**src/rtl/pct_pkg.sv**
```systemverilog
package pct_pkg;
  typedef enum logic [1:0] {
    ST_IDLE = 2'd0,
    ST_WAIT = 2'd1,
    ST_MEAS = 2'd2,
    ST_DONE = 2'd3
  } pct_state_e;
endpackage

```
**src/rtl/pct_pin_sync.sv**
```systemverilog
module pct_pin_sync #(
  parameter int STAGES = 2
) (
  input  logic clk,
  input  logic rst_n,
  input  logic pin_in,
  output logic rise,
  output logic fall
);
  logic [STAGES-1:0] chain_q;
  logic              last_q;

  always_ff @(posedge clk or negedge rst_n) begin
    if (!rst_n) chain_q[0] <= 1'b0;
    else        chain_q[0] <= pin_in;
  end

  for (genvar g = 1; g < STAGES; g++) begin : g_stage
    always_ff @(posedge clk or negedge rst_n) begin
      if (!rst_n) chain_q[g] <= 1'b0;
      else        chain_q[g] <= chain_q[g-1];
    end
  end

  always_ff @(posedge clk or negedge rst_n) begin
    if (!rst_n) last_q <= 1'b0;
    else        last_q <= chain_q[STAGES-1];
  end

  assign rise = chain_q[STAGES-1] & ~last_q;
  assign fall = ~chain_q[STAGES-1] & last_q;

  // a detected rising edge cannot repeat on the next cycle
  a_r2_rise_single: assert property (@(posedge clk) disable iff (!rst_n)
    rise |=> !rise);
endmodule

```
**src/rtl/pct_prescaler.sv**
```systemverilog
module pct_prescaler #(
  parameter int PSC_W = 3
) (
  input  logic             clk,
  input  logic             rst_n,
  input  logic             clr,
  input  logic [PSC_W-1:0] psel,
  output logic             tick
);
  localparam int DIV_W = (1 << PSC_W) - 1;

  logic [DIV_W-1:0] div_q;
  logic [DIV_W-1:0] mask;

  always_comb begin
    mask = (DIV_W'(1) << psel) - DIV_W'(1);
    tick = (div_q & mask) == mask;
  end

  always_ff @(posedge clk or negedge rst_n) begin
    if (!rst_n)   div_q <= '0;
    else if (clr) div_q <= '0;
    else          div_q <= div_q + DIV_W'(1);
  end

  // with division above 1, ticks never land on adjacent clocks
  a_r6_tick_spacing: assert property (@(posedge clk) disable iff (!rst_n)
    (tick && psel != '0 && !clr) |=> (!tick || psel != $past(psel)));
endmodule

```
**src/rtl/pct_capture_core.sv**
```systemverilog
module pct_capture_core
  import pct_pkg::*;
#(
  parameter int CNT_W = 16
) (
  input  logic             clk,
  input  logic             rst_n,
  input  logic             arm,
  input  logic             tick,
  input  logic             edge_hit,
  input  logic             reload_en,
  input  logic             single_shot,
  input  logic             irq_clr,
  input  logic [CNT_W-1:0] reload_val,
  output logic [CNT_W-1:0] capture_q,
  output logic [CNT_W-1:0] count_q,
  output logic             done_q,
  output logic             ovf_q,
  output pct_state_e       state_q
);
  logic [CNT_W-1:0] count_inc;
  logic             wrap;
  logic             done_set;
  logic             ovf_set;

  always_comb begin
    count_inc = count_q + CNT_W'(tick);
    wrap      = tick && (count_q == {CNT_W{1'b1}});
    done_set  = !arm && (state_q == ST_MEAS) && (wrap || edge_hit);
    ovf_set   = !arm && (state_q == ST_MEAS) && wrap;
  end

  always_ff @(posedge clk or negedge rst_n) begin
    if (!rst_n) begin
      state_q   <= ST_IDLE;
      count_q   <= '0;
      capture_q <= '0;
    end else if (arm) begin
      state_q <= ST_WAIT;
    end else begin
      case (state_q)
        ST_WAIT: begin
          if (edge_hit) begin
            state_q <= ST_MEAS;
            if (reload_en) count_q <= reload_val;
          end
        end
        ST_MEAS: begin
          if (wrap) begin
            count_q <= '0;
            state_q <= ST_DONE;
          end else if (edge_hit) begin
            capture_q <= count_inc;
            count_q   <= reload_en ? reload_val : count_inc;
            if (single_shot) state_q <= ST_DONE;
          end else begin
            count_q <= count_inc;
          end
        end
        default: ;
      endcase
    end
  end

  always_ff @(posedge clk or negedge rst_n) begin
    if (!rst_n) begin
      done_q <= 1'b0;
      ovf_q  <= 1'b0;
    end else begin
      if (done_set)     done_q <= 1'b1;
      else if (irq_clr) done_q <= 1'b0;
      if (ovf_set)      ovf_q  <= 1'b1;
      else if (irq_clr) ovf_q  <= 1'b0;
    end
  end

  // frozen counter while waiting for the starting edge
  a_r4_hold_waiting: assert property (@(posedge clk) disable iff (!rst_n)
    (state_q == ST_WAIT && !arm && !edge_hit) |=> $stable(count_q));
  // wrap flags overflow and leaves the capture alone
  a_r8_wrap_keeps_capture: assert property (@(posedge clk) disable iff (!rst_n)
    (state_q == ST_MEAS && !arm && wrap) |=> ($stable(capture_q) && ovf_q && state_q == ST_DONE));
  // a stopped timer stays stopped until re-armed
  a_r3_stays_stopped: assert property (@(posedge clk) disable iff (!rst_n)
    (state_q == ST_DONE && !arm) |=> state_q == ST_DONE);
  // capture only moves during a measurement
  a_r10_capture_quiet: assert property (@(posedge clk) disable iff (!rst_n)
    (state_q != ST_MEAS) |=> $stable(capture_q));
  // completion flag only rises out of a measurement
  a_r7_flag_source: assert property (@(posedge clk) disable iff (!rst_n)
    $rose(done_q) |-> $past(state_q) == ST_MEAS);
endmodule

```
**src/rtl/period_capture_timer.sv**
```systemverilog
module period_capture_timer
  import pct_pkg::*;
#(
  parameter int CNT_W       = 16,
  parameter int PSC_W       = 3,
  parameter int SYNC_STAGES = 2
) (
  input  logic             clk,
  input  logic             rst_n,
  input  logic             pin_in,
  input  logic             arm,
  input  logic [1:0]       edge_sel,
  input  logic [PSC_W-1:0] prescale,
  input  logic             reload_en,
  input  logic             single_shot,
  input  logic             irq_en,
  input  logic             irq_clr,
  input  logic [CNT_W-1:0] reload_val,
  output logic [CNT_W-1:0] capture_val,
  output logic [CNT_W-1:0] count_val,
  output logic             irq,
  output logic             done_flag,
  output logic             ovf_flag,
  output logic             running
);
  logic       pin_rise;
  logic       pin_fall;
  logic       tick;
  logic       edge_hit;
  pct_state_e state;

  pct_pin_sync #(.STAGES(SYNC_STAGES)) u_sync (
    .clk   (clk),
    .rst_n (rst_n),
    .pin_in(pin_in),
    .rise  (pin_rise),
    .fall  (pin_fall)
  );

  pct_prescaler #(.PSC_W(PSC_W)) u_psc (
    .clk  (clk),
    .rst_n(rst_n),
    .clr  (arm),
    .psel (prescale),
    .tick (tick)
  );

  assign edge_hit = (edge_sel[0] & pin_rise) | (edge_sel[1] & pin_fall);

  pct_capture_core #(.CNT_W(CNT_W)) u_core (
    .clk        (clk),
    .rst_n      (rst_n),
    .arm        (arm),
    .tick       (tick),
    .edge_hit   (edge_hit),
    .reload_en  (reload_en),
    .single_shot(single_shot),
    .irq_clr    (irq_clr),
    .reload_val (reload_val),
    .capture_q  (capture_val),
    .count_q    (count_val),
    .done_q     (done_flag),
    .ovf_q      (ovf_flag),
    .state_q    (state)
  );

  assign irq     = done_flag & irq_en;
  assign running = (state == ST_WAIT) || (state == ST_MEAS);

  // with no edge selected, an armed timer never leaves the wait state
  a_r2_none_never_starts: assert property (@(posedge clk) disable iff (!rst_n)
    (state == ST_WAIT && edge_sel == 2'b00 && !arm) |=> state == ST_WAIT);
endmodule

```
**config.mk**
```make
export PLATFORM = sky130hd
export DESIGN_NAME = period_capture_timer
export DESIGN_NICKNAME = d
export VERILOG_FILES = /design/src/rtl/pct_pkg.sv /design/src/rtl/pct_pin_sync.sv /design/src/rtl/pct_prescaler.sv /design/src/rtl/pct_capture_core.sv /design/src/rtl/period_capture_timer.sv
export SDC_FILE = /design/constraint.sdc
export NUM_CORES = 1
export LEC_CHECK = 0
export BUFFER_PORTS_ARGS = -buffer_cell sky130_fd_sc_hd__buf_4
export CORE_MARGIN = 2
export CORE_UTILIZATION = 50
export CTS_CLUSTER_SIZE = 28
export DETAILED_ROUTE_END_ITERATION = 8
export GPL_TIMING_DRIVEN = 0
export PLACE_DENSITY = 0.76
export SLEW_MARGIN = 20
export SYNTH_ARGS = -nofsm -noshare
export SYNTH_HDL_FRONTEND = slang
export SYNTH_SLANG_ARGS = --single-unit
```
**constraint.sdc**
```tcl
create_clock -name clk -period 5.6 [get_ports clk]
set_input_delay 0.56 -clock clk [delete_from_list [all_inputs] [get_ports clk]]
set_output_delay 0.56 -clock clk [all_outputs]
set_load 0.1 [all_outputs]
```
==> metrics <==
DIE WIDTH 76.22 um; initial antenna violation count 0; most frequent cells in the layout buf_4, dfrtp_1, nand2_1; Peak Freq 0.2993 GHz; die height 76.22 um; Crit Path Category primary input to flip-flop; Setup Skew 0.009963 ns; CTS clk-pin slew, worst paths 0.09 ns; RSZ-0062 raised after global routing false; final setup violation count 0; setup_tns 0 ns; normalized max-slew margin roughly three fifths; worst slew pin tran 0.5881 ns; port bufs 64; Setup Fix Bufs, Post-CTS 0; final hold vios 0; area of the core about 0.005 mm^2; Initial Util about half; DR vias 2328; Post-synth ARST share 100.0%; Avg WL per Cell 15.48 um; Synth Net Count 313; DP Cell Count between 400 and 500; overall routing resource usage 23.28%; Post-Synthesis Cells 278; ANT nets after route 0; nets 384; Site Rows 26; Hold Buf Count CTS 0; DRC viols 0; final hold slack between 0.2 and 0.25 ns; register area share after synthesis 44.15%; CP Launch Type primary input; Final GP Congestion 0.8805; Die Area 0.005809 mm^2; min-delay worst type primary input to asynchronous set/reset pin; share of cells above drive strength 1 around 26%; drt initial violations 168; Fillers 462; period utilisation layout roughly three fifths; vias in the first global route between 2000 and 2500; Yosys reg bits 46; Layout area overhead 25.86%; Worst EP arrival 3.51 ns; Synth Area per Inst approximately 9.4 um^2; diode count 0; Max Transition Viols Final 0; dpl hpwl 4.756 mm; Yosys warnings 0; TritonCTS buffer count 5; commonest non-fill, non-tap cell in the layout buf_4; GR Overflow Total 0; Crit path required time roughly 5.8 ns; max-cap viol count 0; first-pass GRT wire length 10.97 mm; post-cts sizing count 0; I/O Pins 65; Synth cell types 43; clk_lat worst skew 0.30 ns; largest fanout on the critical path 7; H-tree level count 2; CTS sink cnt between 40 and 50; status finished clean; Clock Path Buffers 2; CTS tree yes; Final min period 3.341 ns; critical path capture point type flip-flop; vias per std cell 5.543; TritonRoute pass-1 iters 4; final wirelength roughly 6.5 mm; Mapped Area 0.002608 mm^2; prevailing post-synth register cell dfrtp_1; pin count of the biggest net entering global routing 47; Root Driver clkbuf_8; number of synthesized flops with an enable pin 0; Finished Layout Cells 420
==> path summary, 6_finish.rpt <==
kind,start,end,slack [ns],depth (start not counted)
setup / recovery,prescale[2],u_core.count_q[14],2.26,16
hold / removal,rst_n,u_core.capture_q[3],0.24,1
setup reg to reg,u_psc.div_q[5],u_core.count_q[14],2.85,13
hold reg to reg,u_sync.chain_q[0],u_sync.chain_q[1],0.35,0
max in group asynchronous,rst_n,u_core.count_q[5],4.94,1
min in group clk,u_sync.chain_q[0],u_sync.chain_q[1],0.35,0
==> registers in the layout, summed over array words and instances (netlist names) <==
register	flops
u_sync.chain_q	2
u_sync.last_q	1
u_core.capture_q	16
u_core.state_q	2
u_core.done_q	1
u_psc.div_q	7
u_core.ovf_q	1
u_core.count_q	16
==> metal layers <==
metal	wire, um	GRT usage [%]
met5	0	0
met4	72	7.455
met3	396	4.502
met2	3303	39.29
met1	2729	30.30
==> cells in the mapped netlist, types with 3 or more instances <==
cell type	number	area (um^2)
inv_1	18	67.56
mux2i_1	9	90.09
nand2_1	39	146.4
o2111ai_1	14	122.6
nor4_1	4	25.02
mux2_2	8	90.09
xor2_1	6	52.55
nor2_1	27	101.4
clkbuf_1	9	33.78
nor3_1	4	20.02
ha_1	6	75.07
a21o_1	3	22.52
xnor2_1	15	131.4
a31oi_1	18	112.6
dfrtp_1	46	1151
nand4_1	4	25.02
nand2b_1	3	18.77
nand3_1	13	65.06
or2_2	4	25.02
==> cells by family after synthesis <==
kind of cell | count (synthesis) | synth area share [%]
adders and majority gates | 6 | 2.879
and+or+nand+nor | 108 | 19.96
AOI/OAI and AO/OA | 48 | 13.63
xor gates and xnor gates | 21 | 7.054
muxes | 18 | 7.486
buffers and inverters | 31 | 4.846
DFF | 46 | 44.15
==> cell type report <==
cell class              count  area [um^2]  share of cell area [%]
inverters                  19        71.32                   2.173
repair buffers             64        480.5                   14.64
multi-input cells         201         1330                   40.53
plain buffers              12        55.05                   1.677
clock inverters             1        30.03                  0.9150
well taps                  70        87.58                   2.669
flip-flops and latches     46         1151                   35.07
clock buffers               7        76.32                   2.326
==> critical path, stage by stage <==
cell,delay [ns]
buf_4,0.13
nor3_1,0.23
inv_1,0.07
ha_1,0.27
xor2_1,0.18
a211oi_1,0.35
nand2_1,0.10
nor2_1,0.11
ha_1,0.25
ha_1,0.31
nand2_1,0.13
nor4_1,0.31
xnor2_1,0.19
nand2_1,0.09
o2111ai_1,0.13
a31oi_1,0.10
==> per-stage QoR <==
step / instance area, um^2 / utilization (%) / setup WS, ns
after floorplan: 2608 / - / 2.483
after global placement: 3176 / 62.57 / 1.974
after detailed placement: 3176 / 62.57 / 1.921
after CTS: 3282 / 64.67 / 2.238
after global routing: 3282 / 64.67 / 1.769
final: 3282 / 64.67 / 2.259
Power is not shown: default switching activity piles up to over one toggle a cycle in this logic, so the estimate is an artifact.
